===== config.mk =====
export PLATFORM = sky130hd
export DESIGN_NAME = trig_rec_writer
export DESIGN_NICKNAME = d
export VERILOG_FILES = /design/src/rtl/trig_rec_pkg.sv /design/src/rtl/trig_rec_pack.sv /design/src/rtl/drop_counter.sv /design/src/rtl/trig_rec_writer.sv
export SDC_FILE = /design/constraint.sdc
export NUM_CORES = 1
export LEC_CHECK = 0
export BUFFER_PORTS_ARGS = -buffer_cell sky130_fd_sc_hd__buf_2
export CAP_MARGIN = 20
export CELL_PAD_IN_SITES_DETAIL_PLACEMENT = 0
export CELL_PAD_IN_SITES_GLOBAL_PLACEMENT = 1
export CORE_UTILIZATION = 35
export DETAILED_ROUTE_END_ITERATION = 12
export PLACE_DENSITY_LB_ADDON = 0.05
export RECOVER_POWER = 50
export SETUP_SLACK_MARGIN = 0.2
export SYNTH_ARGS = -nofsm -noshare
export SYNTH_HDL_FRONTEND = slang
export SYNTH_SLANG_ARGS = --single-unit

===== constraint.sdc =====
create_clock -name clk -period 5.1 [get_ports clk]
set_input_delay 1.53 -clock clk [delete_from_list [all_inputs] [get_ports clk]]
set_output_delay 1.53 -clock clk [all_outputs]
set_load 0.005 [all_outputs]

===== src/rtl/trig_rec_pkg.sv =====
package trig_rec_pkg;
    localparam int REC_W       = 64;
    localparam int BX_W        = 12;
    localparam int EVT_FIELD_W = 20;
    localparam int EVT_IN_W    = 32;
    localparam int CNT_W       = 32;
endpackage


===== src/rtl/trig_rec_pack.sv =====
module trig_rec_pack #(
    parameter int EVT_IN_W    = 32,
    parameter int BX_W        = 12,
    parameter int EVT_FIELD_W = 20,
    parameter int REC_W       = 64
) (
    input  logic [EVT_IN_W-1:0] evt_num_i,
    input  logic [BX_W-1:0]     bx_num_i,
    output logic [REC_W-1:0]    record_o
);
    localparam int USED_W = EVT_FIELD_W + BX_W;
    localparam int PAD_W  = REC_W - USED_W;

    logic [USED_W-1:0] payload;
    assign payload = {evt_num_i[EVT_FIELD_W-1:0], bx_num_i};

    generate
        if (PAD_W > 0) begin : g_padded
            assign record_o = {{PAD_W{1'b0}}, payload};
        end else begin : g_exact
            assign record_o = payload[REC_W-1:0];
        end
    endgenerate
endmodule


===== src/rtl/drop_counter.sv =====
module drop_counter #(
    parameter int CNT_W = 32
) (
    input  logic             clk,
    input  logic             rst_n,
    input  logic             inc_i,
    output logic [CNT_W-1:0] count_o
);
    localparam logic [CNT_W-1:0] CNT_MAX = '1;

    typedef struct packed {
        logic [CNT_W-1:0] cnt;
    } cnt_state_t;

    cnt_state_t state_d, state_q;

    always_comb begin
        state_d = state_q;
        if (inc_i && (state_q.cnt != CNT_MAX)) begin
            state_d.cnt = state_q.cnt + 1'b1;
        end
    end

    always_ff @(posedge clk) begin
        if (!rst_n) begin
            state_q <= '0;
        end else begin
            state_q <= state_d;
        end
    end

    assign count_o = state_q.cnt;

    assert_step_one_R7: assert property (@(posedge clk) disable iff (!rst_n)
        (inc_i && count_o != CNT_MAX) |=> (count_o == $past(count_o) + 1'b1));

    assert_sticks_at_max_R8: assert property (@(posedge clk) disable iff (!rst_n)
        (count_o == CNT_MAX) |=> (count_o == CNT_MAX));

    assert_flat_when_idle_R9: assert property (@(posedge clk) disable iff (!rst_n)
        !inc_i |=> $stable(count_o));
endmodule


===== src/rtl/trig_rec_writer.sv =====
module trig_rec_writer
    import trig_rec_pkg::*;
#(
    parameter int P_EVT_IN_W    = EVT_IN_W,
    parameter int P_BX_W        = BX_W,
    parameter int P_EVT_FIELD_W = EVT_FIELD_W,
    parameter int P_REC_W       = REC_W,
    parameter int P_CNT_W       = CNT_W
) (
    input  logic                    clk,
    input  logic                    rst_n,
    input  logic                    accept_i,
    input  logic [P_EVT_IN_W-1:0]   evt_num_i,
    input  logic [P_BX_W-1:0]       bx_num_i,
    input  logic                    fifo_full_i,
    output logic [P_REC_W-1:0]      rec_data_o,
    output logic                    rec_wr_o,
    output logic [P_CNT_W-1:0]      drop_count_o
);
    localparam int HI_W = P_REC_W - P_EVT_FIELD_W - P_BX_W;

    typedef struct packed {
        logic               wr;
        logic [P_REC_W-1:0] data;
    } wr_state_t;

    wr_state_t        state_d, state_q;
    logic [P_REC_W-1:0] packed_rec;
    logic             take;
    logic             drop;

    trig_rec_pack #(
        .EVT_IN_W    (P_EVT_IN_W),
        .BX_W        (P_BX_W),
        .EVT_FIELD_W (P_EVT_FIELD_W),
        .REC_W       (P_REC_W)
    ) u_pack (
        .evt_num_i (evt_num_i),
        .bx_num_i  (bx_num_i),
        .record_o  (packed_rec)
    );

    always_comb begin
        take    = accept_i && !fifo_full_i;
        drop    = accept_i &&  fifo_full_i;
        state_d = state_q;
        state_d.wr = take;
        if (take) begin
            state_d.data = packed_rec;
        end
    end

    always_ff @(posedge clk) begin
        if (!rst_n) begin
            state_q <= '0;
        end else begin
            state_q <= state_d;
        end
    end

    drop_counter #(
        .CNT_W (P_CNT_W)
    ) u_drops (
        .clk     (clk),
        .rst_n   (rst_n),
        .inc_i   (drop),
        .count_o (drop_count_o)
    );

    assign rec_wr_o   = state_q.wr;
    assign rec_data_o = state_q.data;

    assert_write_after_take_R5: assert property (@(posedge clk) disable iff (!rst_n)
        (accept_i && !fifo_full_i) |=> rec_wr_o);

    assert_fields_R2_R3: assert property (@(posedge clk) disable iff (!rst_n)
        (accept_i && !fifo_full_i) |=>
            (rec_data_o[P_BX_W-1:0] == $past(bx_num_i)) &&
            (rec_data_o[P_BX_W+P_EVT_FIELD_W-1:P_BX_W] == $past(evt_num_i[P_EVT_FIELD_W-1:0])));

    assert_no_write_when_full_R6: assert property (@(posedge clk) disable iff (!rst_n)
        (accept_i && fifo_full_i) |=> !rec_wr_o);

    assert_no_write_idle_R9: assert property (@(posedge clk) disable iff (!rst_n)
        !accept_i |=> !rec_wr_o);

    assert_hold_between_writes_R10: assert property (@(posedge clk) disable iff (!rst_n)
        !(accept_i && !fifo_full_i) |=> $stable(rec_data_o));

    assert_upper_zero_R4: assert property (@(posedge clk) disable iff (!rst_n)
        rec_data_o[P_REC_W-1:P_REC_W-HI_W] == '0);
endmodule


==> results of run 1 <==
==> worst max-delay path by stage <==
stage                                    startpoint                               end  slack (ns)  cells after the start
floorplan                               fifo_full_i  u_drops.count_o[15]$_SDFFE_PN0P_        2.35                      6
global placement                        fifo_full_i  u_drops.count_o[27]$_SDFFE_PN0P_        1.78                      6
detailed placement                      fifo_full_i  u_drops.count_o[25]$_SDFFE_PN0P_        1.76                      6
CTS                                     fifo_full_i  u_drops.count_o[25]$_SDFFE_PN0P_        2.11                      6
global route        u_drops.count_o[0]$_SDFFE_PN0P_   u_drops.count_o[2]$_SDFFE_PN0P_        1.18                      6
finish              u_drops.count_o[0]$_SDFFE_PN0P_   u_drops.count_o[4]$_SDFFE_PN0P_        1.58                      6
==> metrics by stage <==
stage	util	hold WS [ns]	cell area (um2)	total power, mW
4_1_cts	0.4461	0.4548	3721	1.117
2_1_floorplan	-	0.4527	3176	0.5935
3_5_place_dp	0.4187	0.4452	3492	0.6106
5_1_grt	0.4377	0.4757	3651	1.148
3_3_place_gp	0.4187	0.4388	3492	0.6095
6_report	0.4377	0.4528	3651	1.095
==> Yosys cell counts, types with 2 or more instances <==
cell type,instances
a21oi_1,50
and3_1,3
and4_1,2
buf_2,2
buf_4,32
clkbuf_1,17
dfxtp_1,65
inv_1,2
mux2i_1,6
nand2_1,82
nand2b_1,6
nand3_1,10
nand4_1,11
nor2_1,7
nor3_1,3
nor4_1,6
nor4_4,2
o211ai_1,2
o21a_1,4
o21ai_0,10
o31a_1,3
o31a_2,2
o31ai_1,9
or3_1,7
or3_2,3
or4_1,6
xor2_1,3
==> cells in the final DEF (no fill, tap or decap), types with 6 or more instances in the layout <==
master	netlist	layout
a21oi_1	50	50
buf_2	2	60
clkbuf_1	17	39
clkbuf_8	0	12
conb_1	1	32
dfxtp_1	65	65
mux2i_1	6	6
nand2_1	82	82
nand2b_1	6	6
nand3_1	10	11
nand4_1	11	11
nor2_1	7	7
nor4_1	6	7
o21ai_0	10	10
o31ai_1	9	9
or3_1	7	7
or4_1	6	6
==> worst max-delay path, cell delays in order, from the launching register on <==
cell and delay (ns):
dfxtp_1 0.42, ha_1 0.19, nand3_1 0.32, or3_4 0.45, nor4_1 1.56, or4_2 0.32
a21oi_1 0.06
==> final cells by class <==
class	instances	area share
Inverter	3	0.003084
Tap cell	105	0.03598
Multi-Input combinational cell	282	0.4143
Clock buffer	13	0.04626
Timing Repair Buffer	102	0.1275
Sequential cell	65	0.3564
Clock inverter	2	0.01645
==> cells by family after synthesis <==
family / count (synthesis) / share of synthesized area
flip-flops: 65 / 0.4254
XOR/XNOR: 3 / 0.008591
multiplexers: 6 / 0.01963
AND/OR/NAND/NOR: 158 / 0.2728
AO/OA/AOI/OAI: 82 / 0.1558
adder cells (fa/ha/maj): 1 / 0.004089
buffers and inverters: 56 / 0.1125
other: 1 / 0.001226
==> report_power, final <==
part	switching (mW)	internal (mW)	total (mW)
logic	0.0435	0.0258	0.0693
clock network	0.186	0.313	0.499
registers	0.00675	0.520	0.527
total	0.236	0.859	1.10
==> metal layers <==
layer | up-vias | wire length [um]
li1 | 1427 | -
met2 | 77 | 3428
met1 | 1296 | 3402
met3 | 7 | 523
met5 | - | 0
met4 | 0 | 71
==> state kept, by name, summed over array words and instances, names as in the netlist <==
| name | cells |
|---|---|
| u_drops.count_o | 32 |
| rec_data_o | 32 |
| rec_wr_o | 1 |
==> results.toml, run 1 <==
[worst_setup_path]
cp.required_ns = 5.23
cp.arrival_ns = 3.65
critPathKind = "flip-flop to flip-flop"
timing.rr.end = "u_drops.count_o[4]$_SDFFE_PN0P_"
rr_worst_depth = 6
end_kind = "flip-flop"
reg2reg_from = "u_drops.count_o[0]$_SDFFE_PN0P_"
critical_path.startpoint_type = "flip-flop"
cp_max_fo = 15
reg2reg_slack_ns = 1.58

[synth]
synth_edf_count = 0
yosysSeqAreaShare = 0.4254
synthFlopType = "dfxtp_1"
synth.area.top_cells = "dfxtp_1 (43%), nand2_1 (10%), a21oi_1 (8.2%)"
yosys_warnings = 0
synth-async-reset-ratio = 0
synth_area_per_cell_um2 = 8.224
syn_inst = 372
synth_cell_type_count = 44
synth-seq-cells = 65
synth_area_um2 = 3059
synth_top_area_cell = "dfxtp_1"
synth.top_cell.area_share = 0.4254

[clocking]
holdBufCountCts = 0
cts.sinks = 65
clk_path_buf_depth = 2
clockRootBuffer = "clkbuf_8"
clk_latency_ns = 0.33
cts_buffers = 9
cts.reportedPaths.clkPinSlew_ns = 0.06
post-cts-setup-buffer-count = 0
h-tree-depth = 3
ctsResizeCount = 0
cts_tree = "done"

[floorplanning]
core-area_um2 = 8341
row_count = 33
die_x_um = 95.49
fp.dieArea_um2 = 9118
start_util = 0.3668
io_pins = 145
die_h_um = 95.49

[worst_hold_path]
min_path_type = "flip-flop to flip-flop"
worst_hold_path.num_cells = 2
hold_end = "rec_data_o[5]$_SDFFE_PN0P_"
worstHoldStart = "rec_data_o[5]$_SDFFE_PN0P_"

[grt]
grt_use_met1 = 0.1910
grt-ovfl-total = 0
antenna_found_initial = 0
met3_usage = 0.06938
met2_usage = 0.2649
top_usage_layer = "met2"
grt_pass1_vias = 2376
grt_pass1_wl_mm = 11.32
grt_start_max_net_pins = 55
grt_use_total = 0.1612

[sta]
rsz0062_at_grt = "false"
hold_viol = 0
tns_ns = 0
finalSetupViolCount = 0
skew_ns = 0.008502
min_period_ns = 3.516
fin_crit_sh = 0.6894
fmax_ghz = 0.2844
relSlewSlack = -0.2995
max_slew.worst_pin.slew_ns = 1.931
setup_slack_ns = 1.584
slew_viol_final = 71

[detailed_routing]
drt-pass1-iter-count = 4
via_count = 2807
vias_per_cell = 4.907
totalWireLength_mm = 7.426
drtIter0Drc = 65
drc_errors = 0
ant_nets = 0
wl_per_cell_um = 12.98

[placed_design]
post-place-ws_ns = 1.763
placed_cells = 557
dp_hpwl_mm = 4.988
port_buffers = 100
place_congestion = 0.7108

[cells_and_area]
drive_above_1_share = 0.1927
nNetsFinal = 512
regArea_um2 = 1301
multi_input_area_um2 = 1513
synthToLayoutAreaGrowth_pct = 19.35
n_antenna_cell = 0
final_cells = 572
fillerInstances = 903

[power_and_ir_drop]
power_leakage_nw = 1.452
power_density_nw_per_um2 = 300.0
vdd_drop_max_uv = 173.6

[status]
status = "complete, but fails checks"
violations = "capacitance limit, slew limit"

[run]
drv_cap = 2
Power figures use the tool's default switching activity.
==> inputs of run 2 (changes only) <==
--- a/config.mk
+++ b/config.mk
@@ -9,7 +9,7 @@
 export CAP_MARGIN = 20
 export CELL_PAD_IN_SITES_DETAIL_PLACEMENT = 0
 export CELL_PAD_IN_SITES_GLOBAL_PLACEMENT = 1
-export CORE_UTILIZATION = 35
+export CORE_UTILIZATION = 32
 export DETAILED_ROUTE_END_ITERATION = 12
 export PLACE_DENSITY_LB_ADDON = 0.05
 export RECOVER_POWER = 50
==> constraint.sdc (replaced) <==
create_clock -name clk -period 3.53 [get_ports clk]
set_input_delay 1.059 -clock clk [delete_from_list [all_inputs] [get_ports clk]]
set_output_delay 1.059 -clock clk [all_outputs]
set_load 0.005 [all_outputs]
==> run 2 against run 1 <==
The run now ends clean. Register-to-register slack got worse by 0.47 ns. Final area is 1.4% higher. Via count is 1.3% higher. Total power up 39%. Worst hold slack better by 0.00081 ns. Routed wire length rose by 3.3%. Clock power up 33%. Core utilization down 3.7 points. Count of clock-buffer cells in the layout down 1. Worst setup slack worse by 0.60 ns. Critical path depth unchanged. Non-clock buffer count grew 1. Largest cell class unchanged.
==> results.toml, run 2 (same netlist as run 1, synthesis figures left out) <==
[floorplanning]
start_util = 0.3311
fp.dieArea_um2 = 9955
io_pins = 145
core-area_um2 = 9240
die_h_um = 99.78
die_x_um = 99.78
row_count = 35

[worst_setup_path]
reg2reg_slack_ns = 1.11
critical_path.startpoint_type = "input port"
reg2reg_from = "u_drops.count_o[0]$_SDFFE_PN0P_"
cp_max_fo = 18
path_cells = "buf_2 -> nand3_1 -> nor3_1 -> nand2_1 -> or4_1 -> a21oi_1"
cp.arrival_ns = 2.80
timing.rr.end = "u_drops.count_o[2]$_SDFFE_PN0P_"
end_kind = "flip-flop"
cp.required_ns = 3.78
critPathKind = "input port to flip-flop"
crit_slowest_cell = "or4_1"
critPathMaxStageDelay_ns = 0.62
rr_worst_depth = 6

[power_and_ir_drop]
p_sw_mw = 0.3720
power_density_nw_per_um2 = 412.4
combPwrFrac = 0.066
vdd_drop_max_uv = 172.0
pwr-share-clk = 0.435
swShare = 0.2437
seqPwrFrac = 0.498
total_power_mw = 1.527
intPower_mw = 1.155
power_leakage_nw = 1.514

[detailed_routing]
drt-pass1-iter-count = 4
ant_nets = 0
vias_per_cell = 4.754
wl_per_cell_um = 12.82
drtIter0Drc = 70
drc_errors = 0
via_count = 2843
totalWireLength_mm = 7.669

[cells_and_area]
drive_above_1_share = 0.2281
final_common_cell = "nand2_1"
fillerInstances = 1005
final_cell_mix = "nand2_1 (82), buf_2 (73), dfxtp_1 (65)"
final_cells = 598
utilization = 0.4007
final_area_um2 = 3702
n_antenna_cell = 0
synthToLayoutAreaGrowth_pct = 21.02
nNetsFinal = 513

[sta]
slew_viol_final = 0
hold_ws_ns = 0.4536
min_period_ns = 2.542
relSlewSlack = 0.1974
tns_ns = 0
skew_ns = 0.004325
fmax_ghz = 0.3934
setup_slack_ns = 0.9878
fin_crit_sh = 0.7202
rsz0062_at_grt = "false"
max_slew.worst_pin.slew_ns = 1.203
finalSetupViolCount = 0
hold_viol = 0

[grt]
grt_pass1_vias = 2479
grt_pass1_wl_mm = 12.27
grt-ovfl-total = 0
grt_start_max_net_pins = 37
grt_use_total = 0.1563
antenna_found_initial = 0

[clocking]
holdBufCountCts = 0
cts_buffers = 9
ctsResizeCount = 0
h-tree-depth = 3
post-cts-setup-buffer-count = 0
clk_path_buf_depth = 2
clk_latency_ns = 0.34
cts.sinks = 65
clockRootBuffer = "clkbuf_8"
cts_tree = "done"
cts.reportedPaths.clkPinSlew_ns = 0.08

[worst_hold_path]
hold_end = "rec_data_o[13]$_SDFFE_PN0P_"
worstHoldStart = "rec_data_o[13]$_SDFFE_PN0P_"
min_path_type = "flip-flop to flip-flop"
worst_hold_path.num_cells = 2

[placed_design]
place_congestion = 0.6996
place_area_um2 = 3530
placed_cells = 582
post-place-ws_ns = 0.6555
port_buffers = 100
dp_hpwl_mm = 5.211

[status]
status = "complete, no violations"

[run]
drv_cap = 0
run 2: changes by cell type in the layout (fill, tap and decap cells not counted):
cell	change
nor4_4	+1
clkinv_2	+1
clkbuf_8	-1
buf_2	+13
nand3_1	-1
nand3_2	+1
bufinv_16	-1
clkinv_4	+1
nor4_1	-1
buf_4	+1
clkinvlp_4	+1
buf_1	-1
clkbuf_1	-12
run 2: cell type report:
cell class                      count  area, um2  area share
Multi-Input combinational cell    282       1533      0.4140
Sequential cell                    65       1301      0.3515
Timing Repair Buffer              103      489.2      0.1321
Tap cell                          129      161.4     0.04360
Clock buffer                       12      155.1     0.04191
Clock inverter                      4      51.30     0.01386
Inverter                            3      11.26    0.003042
run 2: worst max-delay path by stage:
stage                      startpoint                               end  slack, ns  depth (start not counted)
after CTS                 fifo_full_i  u_drops.count_o[25]$_SDFFE_PN0P_       1.01                          6
after global routing      fifo_full_i  u_drops.count_o[27]$_SDFFE_PN0P_       0.83                          6
after detailed placement  fifo_full_i  u_drops.count_o[25]$_SDFFE_PN0P_       0.66                          6
after floorplan           fifo_full_i  u_drops.count_o[15]$_SDFFE_PN0P_       1.25                          6
final                     fifo_full_i  u_drops.count_o[25]$_SDFFE_PN0P_       0.99                          6
after global placement    fifo_full_i  u_drops.count_o[27]$_SDFFE_PN0P_       0.68                          6
run 2: routing by layer:
| metal | wire length, um | global-route usage | vias to the layer above |
|---|---|---|---|
| met2 | 3438 | 0.2456 | 91 |
| li1 | - | - | 1431 |
| met4 | 122 | 0.05882 | 0 |
| met3 | 652 | 0.06825 | 13 |
| met1 | 3456 | 0.1887 | 1308 |
| met5 | 0 | 0 | - |
run 2: power groups by stage:
stage	registers, mW	logic (mW)	clock network [mW]
after floorplan	0.779	0.0784	0
after global placement	0.777	0.105	0
after detailed placement	0.777	0.105	0
after CTS	0.760	0.106	0.694
after global routing	0.763	0.117	0.714
final	0.761	0.101	0.665
run 2: worst max-delay path, delay by kind of cell:
kind | cells | cell delay (ns)
buffers and inverters | 1 | 0.13
and+or+nand+nor | 4 | 1.45
AOI/OAI and AO/OA | 1 | 0.15
==> inputs of run 3 (changes only) <==
==> constraint.sdc (replaced) <==
create_clock -name clk -period 2.43 [get_ports clk]
set_input_delay 0.729 -clock clk [delete_from_list [all_inputs] [get_ports clk]]
set_output_delay 0.729 -clock clk [all_outputs]
set_load 0.005 [all_outputs]
==> run 3 against run 2 <==
Clock power up 27%. Via count grew 0.11%. Flip-flop and latch count unchanged. Total power rose by 38%. Critical path depth is the same. Global-route usage increased by 0.17 points. Register-to-register slack worse by 0.73 ns. Core utilization increased by 0.68 points. Sequential power grew 46%.
==> results.toml, run 3 (same netlist as run 1, synthesis figures left out) <==
[cells_and_area]
fillerInstances = 1025
n_antenna_cell = 0
synthToLayoutAreaGrowth_pct = 23.07
nNetsFinal = 522
final_common_cell = "nand2_1"
drive_above_1_share = 0.2594
final_area_um2 = 3765
multi_input_area_um2 = 1533
final_cell_mix = "nand2_1 (82), buf_2 (79), dfxtp_1 (65)"
regArea_um2 = 1301

[worst_setup_path]
critPathBufInv = 1
critical_path.startpoint_type = "flip-flop"
cp.required_ns = 2.70
crit_slowest_cell = "or4_1"
critPathKind = "flip-flop to flip-flop"
path_cells = "nand4_1 -> nor3_1 -> nand2_1 -> buf_4 -> or4_1 -> a21oi_1"
crit_family = "simple AND/OR/NAND/NOR gates"
critPathMaxStageDelay_ns = 0.51
cp.arrival_ns = 2.32
cp_max_fo = 18
end_kind = "flip-flop"

[power_and_ir_drop]
total_power_mw = 2.102
power_leakage_nw = 1.578
vdd_drop_max_uv = 376.3
power_density_nw_per_um2 = 558.2

[sta]
fin_crit_sh = 0.8430
finalSetupViolCount = 0
tns_ns = 0
skew_ns = 0.005248
hold_ws_ns = 0.4542
hold_viol = 0
fmax_ghz = 0.4882
relSlewSlack = 0.3861
max_slew.worst_pin.slew_ns = 0.9208
slew_viol_final = 0
setup_slack_ns = 0.3815
min_period_ns = 2.049
rsz0062_at_grt = "false"

[detailed_routing]
drc_errors = 0
wl_per_cell_um = 12.56
ant_nets = 0
totalWireLength_mm = 7.624
drt-pass1-iter-count = 4
vias_per_cell = 4.689
drtIter0Drc = 69
met3_length_um = 606
wl_met2_mm = 3.405
wl_met1_mm = 3.476
via_count = 2846
maxUsedRoutingLayer = "met4"

[placed_design]
dp_hpwl_mm = 5.340
place_congestion = 0.7467
port_buffers = 100
place_area_um2 = 3602
post-place-ws_ns = 0.08164

[floorplanning]
core-area_um2 = 9240
start_util = 0.3311
fp.dieArea_um2 = 9955
die_h_um = 99.78
io_pins = 145
die_x_um = 99.78
row_count = 35

[clocking]
cts.sinks = 65
ctsResizeCount = 0
cts_tree = "done"
post-cts-setup-buffer-count = 0
cts_buffers = 9
h-tree-depth = 3
cts.reportedPaths.clkPinSlew_ns = 0.07
holdBufCountCts = 0
clk_latency_ns = 0.34
clk_path_buf_depth = 2
clockRootBuffer = "clkbuf_8"

[grt]
grt-ovfl-total = 0
grt_pass1_vias = 2542
grt_pass1_wl_mm = 12.22
grt_start_max_net_pins = 40
grt_use_total = 0.1581
antenna_found_initial = 0

[status]
status = "complete, no violations"

[run]
drv_cap = 0

[worst_hold_path]
min_path_type = "flip-flop to flip-flop"
## run 3: changes by cell type in the layout (fill, tap and decap cells not counted), moves of 2 or more
cell / previous run / this run
buf_2: 73 / 79
buf_4: 3 / 11
clkbuf_1: 27 / 21
clkinv_2: 1 / 3
## run 3: layout make-up
class,count,share of cell area
repair buffers,112,0.1532
multi-input cells,282,0.4071
clock buffers,11,0.04021
well taps,129,0.04287
inverters,3,0.002991
flip-flops and latches,65,0.3456
clock inverters,5,0.007976
## run 3: power by group
group | internal, mW | switching [mW] | total [mW]
combinational | 0.0589 | 0.0922 | 0.151
clock | 0.420 | 0.425 | 0.845
sequential | 1.09 | 0.0138 | 1.11
## run 3: worst register-to-register path, cell delays in order, from the launching register on
cell	delay, ns
dfxtp_1	0.45
nand4_1	0.22
nor3_1	0.35
nand2_1	0.09
buf_4	0.20
or4_1	0.51
a21oi_1	0.16
## run 3: worst paths after layout
kind / startpoint / to / cells past startpoint / slack [ns]
max: u_drops.count_o[4]$_SDFFE_PN0P_ / u_drops.count_o[25]$_SDFFE_PN0P_ / 6 / 0.38
min: rec_data_o[0]$_SDFFE_PN0P_ / rec_data_o[0]$_SDFFE_PN0P_ / 2 / 0.45
max reg2reg: u_drops.count_o[4]$_SDFFE_PN0P_ / u_drops.count_o[25]$_SDFFE_PN0P_ / 6 / 0.38
min reg2reg: rec_data_o[0]$_SDFFE_PN0P_ / rec_data_o[0]$_SDFFE_PN0P_ / 2 / 0.45
## run 3: through the flow
step,utilization,instances
final,0.4074,607
after global routing,0.4074,607
after CTS,0.4095,606
after detailed placement,0.3898,590
after global placement,0.3898,590
after floorplan,-,403
## run 3: routing by layer
layer	GRT usage	up-vias
li1	-	1443
met1	0.1951	1308
met2	0.2424	84
met3	0.05989	11
met4	0.07579	0
met5	0	-
